$ cat src/rtl/spi_retry_pkg.sv
package spi_retry_pkg;

  localparam int BYTE_W = 8;

  // frame slot indices that the serial behaviour depends on
  localparam logic [3:0] SLOT_RX_FIRST  = 4'd4;   // first rise capturing read data
  localparam logic [3:0] SLOT_RX_LAST   = 4'd11;  // last rise capturing read data
  localparam logic [3:0] SLOT_CS_LAST   = 4'd11;  // last period with cs high
  localparam logic [3:0] SLOT_END       = 4'd12;  // turnaround, status captured here

  typedef enum logic [1:0] {
    CTL_IDLE = 2'd0,
    CTL_BUSY = 2'd1
  } ctl_state_t;

  typedef struct packed {
    logic              rd;
    logic              reg_sel;
    logic [BYTE_W-1:0] payload;
  } frame_cmd_t;

  // value driven on sdi during a given frame period
  function automatic logic slot_sdi(input frame_cmd_t c, input logic [3:0] s);
    logic [BYTE_W-1:0] sh;
    sh = c.payload << (s - 4'd3);
    case (s)
      4'd0:  return 1'b1;
      4'd1:  return c.rd;
      4'd2:  return c.reg_sel;
      4'd3, 4'd4, 4'd5, 4'd6, 4'd7, 4'd8, 4'd9, 4'd10: return sh[BYTE_W-1];
      default: return 1'b0;
    endcase
  endfunction

endpackage

$ cat src/rtl/spi_clk_div.sv
module spi_clk_div #(
  parameter int DIV = 2
) (
  input  logic clk,
  input  logic rst,
  input  logic run,
  output logic rise_tick,
  output logic fall_tick
);
  localparam int CW = (DIV > 1) ? $clog2(DIV) : 1;

  logic [CW-1:0] cnt;
  logic          phase_hi;
  logic          wrap;

  assign wrap      = run && (cnt == CW'(DIV - 1));
  assign rise_tick = wrap && !phase_hi;
  assign fall_tick = wrap && phase_hi;

  always_ff @(posedge clk) begin
    if (rst || !run) begin
      cnt      <= '0;
      phase_hi <= 1'b0;
    end else if (wrap) begin
      cnt      <= '0;
      phase_hi <= ~phase_hi;
    end else begin
      cnt <= cnt + CW'(1);
    end
  end
endmodule

$ cat src/rtl/spi_frame_engine.sv
module spi_frame_engine
  import spi_retry_pkg::*;
(
  input  logic              clk,
  input  logic              rst,
  input  logic              start,
  input  frame_cmd_t        cmd_in,
  input  logic              rise_tick,
  input  logic              fall_tick,
  input  logic              sdo,
  output logic              busy,
  output logic              sclk,
  output logic              cs,
  output logic              sdi,
  output logic              done,
  output logic              status,
  output logic [BYTE_W-1:0] rx_byte
);
  frame_cmd_t        cmd;
  logic [3:0]        slot;
  logic [3:0]        slot_nx;
  logic [BYTE_W-1:0] shreg;

  assign slot_nx = slot + 4'd1;

  always_ff @(posedge clk) begin
    if (rst) begin
      busy    <= 1'b0;
      sclk    <= 1'b0;
      cs      <= 1'b0;
      sdi     <= 1'b0;
      done    <= 1'b0;
      status  <= 1'b0;
      rx_byte <= '0;
      shreg   <= '0;
      slot    <= '0;
      cmd     <= '0;
    end else begin
      done <= 1'b0;
      if (start && !busy) begin
        busy <= 1'b1;
        cmd  <= cmd_in;
        slot <= '0;
        sclk <= 1'b0;
        cs   <= 1'b1;
        sdi  <= slot_sdi(cmd_in, 4'd0);
      end else if (busy) begin
        if (rise_tick) begin
          sclk <= 1'b1;
          if (slot >= SLOT_RX_FIRST && slot <= SLOT_RX_LAST)
            shreg <= {shreg[BYTE_W-2:0], sdo};
          if (slot == SLOT_END)
            status <= sdo;
        end else if (fall_tick) begin
          sclk <= 1'b0;
          if (slot == SLOT_END) begin
            busy    <= 1'b0;
            done    <= 1'b1;
            cs      <= 1'b0;
            sdi     <= 1'b0;
            rx_byte <= shreg;
          end else begin
            slot <= slot_nx;
            cs   <= (slot_nx <= SLOT_CS_LAST);
            sdi  <= slot_sdi(cmd, slot_nx);
          end
        end
      end
    end
  end
endmodule

$ cat src/rtl/spi_retry_master.sv
module spi_retry_master
  import spi_retry_pkg::*;
#(
  parameter int DIV       = 2,
  parameter int RETRY_MAX = 4
) (
  input  logic              clk,
  input  logic              rst,
  input  logic              req_valid,
  output logic              req_ready,
  input  logic              req_read,
  input  logic              req_reg,
  input  logic [BYTE_W-1:0] req_wdata,
  output logic              rd_valid,
  output logic [BYTE_W-1:0] rd_data,
  output logic              timeout,
  output logic              sclk,
  output logic              cs,
  output logic              sdi,
  input  logic              sdo
);
  localparam int RW = $clog2(RETRY_MAX + 1);

  ctl_state_t        state;
  frame_cmd_t        held;
  frame_cmd_t        cmd_in;
  logic [RW-1:0]     fails;
  logic              accept, retry, last_try, start;
  logic              busy, done, status, rise_tick, fall_tick;
  logic [BYTE_W-1:0] rx_byte;

  assign req_ready = (state == CTL_IDLE);
  assign accept    = req_valid && req_ready;
  assign last_try  = (fails == RW'(RETRY_MAX - 1));
  assign retry     = (state == CTL_BUSY) && done && status && !last_try;
  assign start     = accept || retry;
  assign cmd_in    = accept ? frame_cmd_t'{rd: req_read, reg_sel: req_reg, payload: req_wdata}
                            : held;

  spi_clk_div #(.DIV(DIV)) i_div (
    .clk       (clk),
    .rst       (rst),
    .run       (busy),
    .rise_tick (rise_tick),
    .fall_tick (fall_tick)
  );

  spi_frame_engine i_eng (
    .clk       (clk),
    .rst       (rst),
    .start     (start),
    .cmd_in    (cmd_in),
    .rise_tick (rise_tick),
    .fall_tick (fall_tick),
    .sdo       (sdo),
    .busy      (busy),
    .sclk      (sclk),
    .cs        (cs),
    .sdi       (sdi),
    .done      (done),
    .status    (status),
    .rx_byte   (rx_byte)
  );

  always_ff @(posedge clk) begin
    if (rst) begin
      state    <= CTL_IDLE;
      held     <= '0;
      fails    <= '0;
      rd_valid <= 1'b0;
      rd_data  <= '0;
      timeout  <= 1'b0;
    end else begin
      rd_valid <= 1'b0;
      timeout  <= 1'b0;
      case (state)
        CTL_IDLE: begin
          if (accept) begin
            held  <= cmd_in;
            fails <= '0;
            state <= CTL_BUSY;
          end
        end
        CTL_BUSY: begin
          if (done) begin
            if (!status) begin
              if (held.rd) begin
                rd_valid <= 1'b1;
                rd_data  <= rx_byte;
              end
              state <= CTL_IDLE;
            end else if (last_try) begin
              timeout <= 1'b1;
              state   <= CTL_IDLE;
            end else begin
              fails <= fails + RW'(1);
            end
          end
        end
        default: state <= CTL_IDLE;
      endcase
    end
  end
endmodule

$ cat config.mk
export PLATFORM = sky130hd
export DESIGN_NAME = spi_retry_master
export DESIGN_NICKNAME = d
export VERILOG_FILES = /design/src/rtl/spi_retry_pkg.sv /design/src/rtl/spi_clk_div.sv /design/src/rtl/spi_frame_engine.sv /design/src/rtl/spi_retry_master.sv
export SDC_FILE = /design/constraint.sdc
export NUM_CORES = 1
export LEC_CHECK = 0
export BUFFER_PORTS_ARGS = -buffer_cell sky130_fd_sc_hd__buf_2
export CORE_MARGIN = 4
export CORE_UTILIZATION = 45
export CTS_BUF_LIST = sky130_fd_sc_hd__clkbuf_8 sky130_fd_sc_hd__clkbuf_16
export CTS_CLUSTER_SIZE = 40
export DETAILED_ROUTE_END_ITERATION = 10
export SLEW_MARGIN = 20
export SYNTH_ARGS = -nofsm -noshare
export SYNTH_HDL_FRONTEND = slang
export SYNTH_SLANG_ARGS = --single-unit
$ cat constraint.sdc
create_clock -name clk -period 2.13 [get_ports clk]
set_input_delay 0.3195 -clock clk [delete_from_list [all_inputs] [get_ports clk]]
set_output_delay 0.3195 -clock clk [all_outputs]
set_load 0.01 [all_outputs]
### Yosys cells after proc, flatten, opt, wreduce, memory -nomap -nowiden

Index checks and enable logic that the tools add are counted.

| operators by class | value |
|---|---|
| add/sub/neg operators | 4 |
| muxes and demuxes | 32 |
| magnitude comparators | 3 |
| equality and inequality tests | 19 |
| shifts and indexed selects | 1 |
| reductions and logical operators | 36 |
| bitwise logic cells | 9 |

Operators with widths:

| kind | number |
|---|---|
| $mux W1 | 20 |
| $eq A4 B3 Y1 const B | 4 |
| $eq A4 B4 Y1 const B | 4 |
| $reduce_and A4 Y1 | 4 |
| $mux W3 | 4 |
| $mux W10 | 1 |
| $reduce_and A5 Y1 | 2 |
| $logic_and A1 B1 Y1 | 9 |
| $not A1 Y1 | 9 |
| $eq A4 B2 Y1 const B | 2 |
| $le A4 B4 Y1 const B | 2 |
| $mux W2 | 4 |
| $ne A2 B1 Y1 const B | 4 |
| $reduce_bool A2 Y1 | 4 |
| $reduce_or A4 Y1 | 2 |
| $reduce_or A8 Y1 | 1 |
| $shl A8 B4 Y8 | 1 |
| $pmux W3 S2 | 1 |
| $reduce_and A3 Y1 | 2 |
| $reduce_or A5 Y1 | 1 |
| $add A4 B1 Y4 const B | 1 |
| $eq A4 B1 Y1 const B | 1 |
| $ge A4 B3 Y1 const B | 1 |
| $logic_not A4 Y1 | 1 |
| other kinds (14) | 19 |

| word-level totals | value |
|---|---|
| bits of input ports | 14 |
| logic and storage cells | 126 |
| output and inout bits | 14 |
| flip-flop bits (word level) | 63 |

### Logic depth before layout (Yosys ltp)

| depth | value |
|---|---|
| depth after elaboration | 9 |
| mapped depth | 8 |
| mapped depth without buffers | 7 |

### Cells and area by module

A second synthesis with hierarchy kept.

| unflattened totals | value |
|---|---|
| cells, all modules | 282 |
| area, all modules | 2683.8 um^2 |

By module, submodules not included:

| module | times used | sequential area each (um^2) | area an instance (um^2) | cells each |
|---|---|---|---|---|
| spi_frame_engine | 1 | 720.7 | 1607.8 | 174 |
| spi_retry_master | 1 | 480.5 | 998.5 | 99 |
| spi_clk_div | 1 | 40.0 | 77.6 | 9 |

### Worst setup path before layout

OpenSTA, ideal clock, no wires.

| timing | value |
|---|---|
| kind | flip-flop to flip-flop |
| from | reg i_eng.slot[0] |
| to | reg i_eng.sdi |
| setup time | 92 ps |
| path slack | 451 ps |
| cell stages (with the launch flop) | 7 |
| arrival | 1587 ps |
| data required time | 2038 ps |
| buffers on the path | 0 |
| period minus slack after synthesis | 1679 ps |
| cells stage by stage | dfxtp_1 inv_2 ha_1 nor2b_1 nor4b_1 o311ai_0 o32ai_1 |

| between the ends | value |
|---|---|
| longest elaborated chain between the ends | 9 |
| elaborated cells between the ends (all ways) | 22 |
| those cells by class | 2 x add/sub; 11 x eq/ne; 1 x shift; 6 x mux; 2 x reduce/logical |

Ends and longest elaborated chain:

| what | RTL line | text |
|---|---|---|
| from (decl) | spi_frame_engine.sv:20 | `logic [3:0] slot;` |
| from (signal assigned) | spi_frame_engine.sv:63 | `slot <= slot_nx;` |
| $add A4 B1 Y4 (*) | spi_frame_engine.sv:24 | `assign slot_nx = slot + 4'd1;` |
| net i_eng.slot_nx[0] | spi_frame_engine.sv:21 | `logic [3:0] slot_nx;` |
| $sub A4 B2 Y4, or another cell as far along | spi_retry_pkg.sv:25 | `sh = c.payload << (s - 4'd3);` |
| $shl A8 B4 Y8 or $reduce_or A8 Y1 (tied branches) | spi_retry_pkg.sv:25, spi_retry_pkg.sv:26 |  |
| $pmux W1 S4 (*) | spi_retry_pkg.sv:26 | `case (s)` |
| $mux W1 (*) | spi_frame_engine.sv:56 | `if (slot == SLOT_END) begin` |
| $mux W1 (*) | spi_frame_engine.sv:54 | `end else if (fall_tick) begin` |
| $mux W1 (*) | spi_frame_engine.sv:48 | `if (rise_tick) begin` |
| $mux W1 (*) | spi_frame_engine.sv:47 | `end else if (busy) begin` |
| $mux W1 (*) | spi_frame_engine.sv:40 | `if (start && !busy) begin` |
| to (signal assigned) | spi_frame_engine.sv:46 | `sdi <= slot_sdi(cmd_in, 4'd0);` |
| to (signal assigned) | spi_frame_engine.sv:65 | `sdi <= slot_sdi(cmd, slot_nx);` |
| to (decl) | spi_frame_engine.sv:14 | `output logic sdi,` |

The timed path passes the listed nets; every way through them passes the cells marked *. The select of a mux whose other input is x is not followed.
A chain may end at the register's enable or synchronous reset.

### Worst setup path after layout

| timing | value |
|---|---|
| from | reg i_eng.slot[1] |
| to | reg i_eng.sdi |

| between the ends | value |
|---|---|
| longest elaborated chain between the ends | 9 |
| elaborated cells between the ends (all ways) | 22 |
| those cells by class | 2 x add/sub; 11 x eq/ne; 1 x shift; 6 x mux; 2 x reduce/logical |

Ends and longest elaborated chain:

| what | RTL line |
|---|---|
| $add A4 B1 Y4 | spi_frame_engine.sv:24 |
| $sub A4 B2 Y4, or another cell as far along | spi_retry_pkg.sv:25 |
| $shl A8 B4 Y8 or $reduce_or A8 Y1 (tied branches) | spi_retry_pkg.sv:25, spi_retry_pkg.sv:26 |
| $pmux W1 S4 | spi_retry_pkg.sv:26 |
| $mux W1 (*) | spi_frame_engine.sv:56 |
| $mux W1 (*) | spi_frame_engine.sv:54 |
| $mux W1 (*) | spi_frame_engine.sv:48 |
| $mux W1 (*) | spi_frame_engine.sv:47 |
| $mux W1 (*) | spi_frame_engine.sv:40 |

Every way passes the cells marked *; elsewhere a longest branch is shown, timed or not. The select of a mux whose other input is x is not followed.

==> results_dict.tcl <==
set metrics [dict create \
    status "completed" \
    grt_usage_pct 16.7 \
    dpl_cell_area_um2 2700 \
    cts_sinks 62 \
    powerDensity_nw_per_um2 869 \
    peakVddDrop_v 0.000477 \
    ys_ff_latch 62 \
    netSwitchingPower_uw 539 \
    cp-end-kind "register" \
    hpwlAfterDp_mm 3.50 \
    core_area_um2 5270 \
    fmax_ghz 0.533 \
    switching_share_pct 21.2 \
    start_util_pct 47.6 \
    die-area_um2 6840 \
    drv_slew 0 \
    nNetsFinal 335 \
    critPathMaxFanout 8 \
    yosysSeqAreaShare_pct 49.4 \
    drc_errors 0 \
    rows 26 \
    syn_to_final_growth_pct 16.7 \
    synth_edf_count 0 \
    synth_area_um2 2510 \
    die_w_um 82.7 \
    syn-mean-instance-area_um2 8.81 \
    synth_area_leaders "dfxtp_1, nand2_1, a21oi_1, ha_1, o22a_1" \
    seqPwrFrac_pct 48.1 \
    synthCells 285 \
    vias 1969 \
    grt_max_degree 27 \
    finalSetupViolCount 0 \
    synth_flop_cell "dfxtp_1" \
    yosysUniqueCellTypes 45 \
    ant_nets 0 \
    wl_mm 4.97 \
    synth.top_cell.area_share_pct 49.4 \
    first_pass_iters 4 \
    cp.required_ps 2330 \
    cts_made_buffers 9 \
    synth_common_cells "nand2_1, dfxtp_1, a21oi_1, nor2_1, o22a_1" \
    setup_tns_ps 0 \
    period_minus_slack_ps 1870 \
    relSlewSlack_pct 65.7 \
    tightest_slew_ps 514 \
    gp_congestion 0.727 \
    synth_top_area_cell "dfxtp_1" \
    clock_skew_ps 8.33 \
    antenna_found_initial 0 \
    final_area_um2 2930 \
    clkPwrFrac_pct 46.9 \
    grt_pass1_wl_mm 8.46 \
    fin_crit_sh_pct 88.0 \
    viasPerCell 5.06 \
    rsz0062_at_grt "false" \
    p_int_uw 2010 \
    path_clk_slew_ps 70 \
    combPwrFrac_pct 5.1 \
    hold_path.class "in2reg" \
    antenna_cells 0 \
    yosys_warnings 0 \
    io_pins 28 \
    die_y_um 82.7 \
    critPathArrivalTime_ps 2070 \
    cap_violations 0 \
    post_drt_wl_per_cell_um 12.8 \
    ctsHtreeMaxLevel 3 \
    clk_path_buf_depth 2 \
    hold_viol 0 \
    synth_nets 306 \
    grt_overflow 0 \
    placement.io_buffers 27 \
    drive_gt1_share_pct 18.5 \
    start_kind "register" \
    cts_tree "done" \
    async_reset_ff_share_pct 0 \
    clock_latency_ps 340 \
    yosysMostFrequentCell "nand2_1" \
    crit_type "reg2reg" \
    root_buffer "clkbuf_8" \
    cts_setup_buffers 0 \
    grt_pass1_vias 1820 \
    drtIter0Drc 71 \
    leakage_uw 0.00116 \
]
-- flip-flops by register name, summed over array words and instances (netlist names), 3 cells and up --
register and cells:
i_eng.rx_byte 8, held 10, i_eng.slot 4, i_eng.cmd 10, i_eng.shreg 8, rd_data 8
fails 3
-- per-stage QoR --
step	utilization, %	setup WS, ps	hold slack, ps	std cells	total power [µW]
floorplan	-	451	432	285	1330
global placement	51.1	219	441	373	1380
detailed placement	51.1	200	445	373	1380
CTS	55.6	176	220	389	2580
global route	55.6	55.6	219	389	2680
finish	55.6	256	237	389	2550
-- final timing paths --
path / from / end / slack (ps) / depth (start not counted)
max: i_eng.slot[1] / i_eng.sdi / 260 / 6
min: sdo / i_eng.status / 240 / 3
max reg2reg: i_eng.slot[1] / i_eng.sdi / 260 / 6
min reg2reg: i_eng.rx_byte[3] / rd_data[3] / 440 / 2
-- final cells by class --
cell class / count / area, µm²
well taps: 70 / 87.6
repair buffers: 32 / 173
clock buffers: 12 / 165
clock inverters: 4 / 68.8
multi-input cells: 204 / 1170
inverters: 5 / 18.8
flip-flops and latches: 62 / 1240
fillers: 516 / 2340
-- worst max-delay path: stages (launching register included) --
cell and delay (ps):
dfxtp_1 440, ha_1 400, xnor2_2 180, xnor2_2 140, mux4_1 290, mux2i_1 180
o32ai_1 100
-- placed cells by master, fill, tap and decap left out, types with 3 or more instances in the layout --
master	synthesis	final
o22a_1	10	10
nand2_1	79	79
o21ai_0	3	3
nor2_1	18	18
buf_4	1	5
dfxtp_1	62	61
mux2i_1	3	3
a21oi_1	41	41
nor2b_1	3	3
nand3_2	3	3
inv_1	3	4
ha_1	7	7
xor2_1	3	3
nand3_1	3	3
buf_2	4	27
clkbuf_8	0	12
-- per-layer routing --
metal	part of all wire [%]	track usage (%)	vias to the layer above
li1	-	-	1025
met1	46	20.6	906
met2	47	26.0	30
met3	4.9	6.29	8
met4	1.4	7.35	0
met5	0	0	-
-- logic make-up after synthesis --
family / after synthesis / synth area share [%]
AO/OA/AOI/OAI: 64 / 15.7
multiplexers: 5 / 3.29
buffers and inverters: 19 / 3.79
adder cells (fa/ha/maj): 7 / 3.49
flip-flops: 62 / 49.4
XOR/XNOR: 7 / 3.04
AND/OR/NAND/NOR: 121 / 21.3
-- repair_timing --
| item | in CTS | in global routing |
|---|---|---|
| gates resized for setup | 0 | 1 |
| hold buffers | 0 | 0 |
| endpoints found under the setup margin | 0 | 1 |
| hold endpoints to repair | 0 | 0 |
-- power by group through the flow --
stage	combinational (µW)	sequential (µW)	clock, µW
2_1_floorplan	90.8	1240	0
3_3_place_gp	130	1250	0
3_5_place_dp	131	1250	0
4_1_cts	131	1220	1230
5_1_grt	145	1230	1310
6_report	129	1220	1190
(Power assumes the default switching activity.)
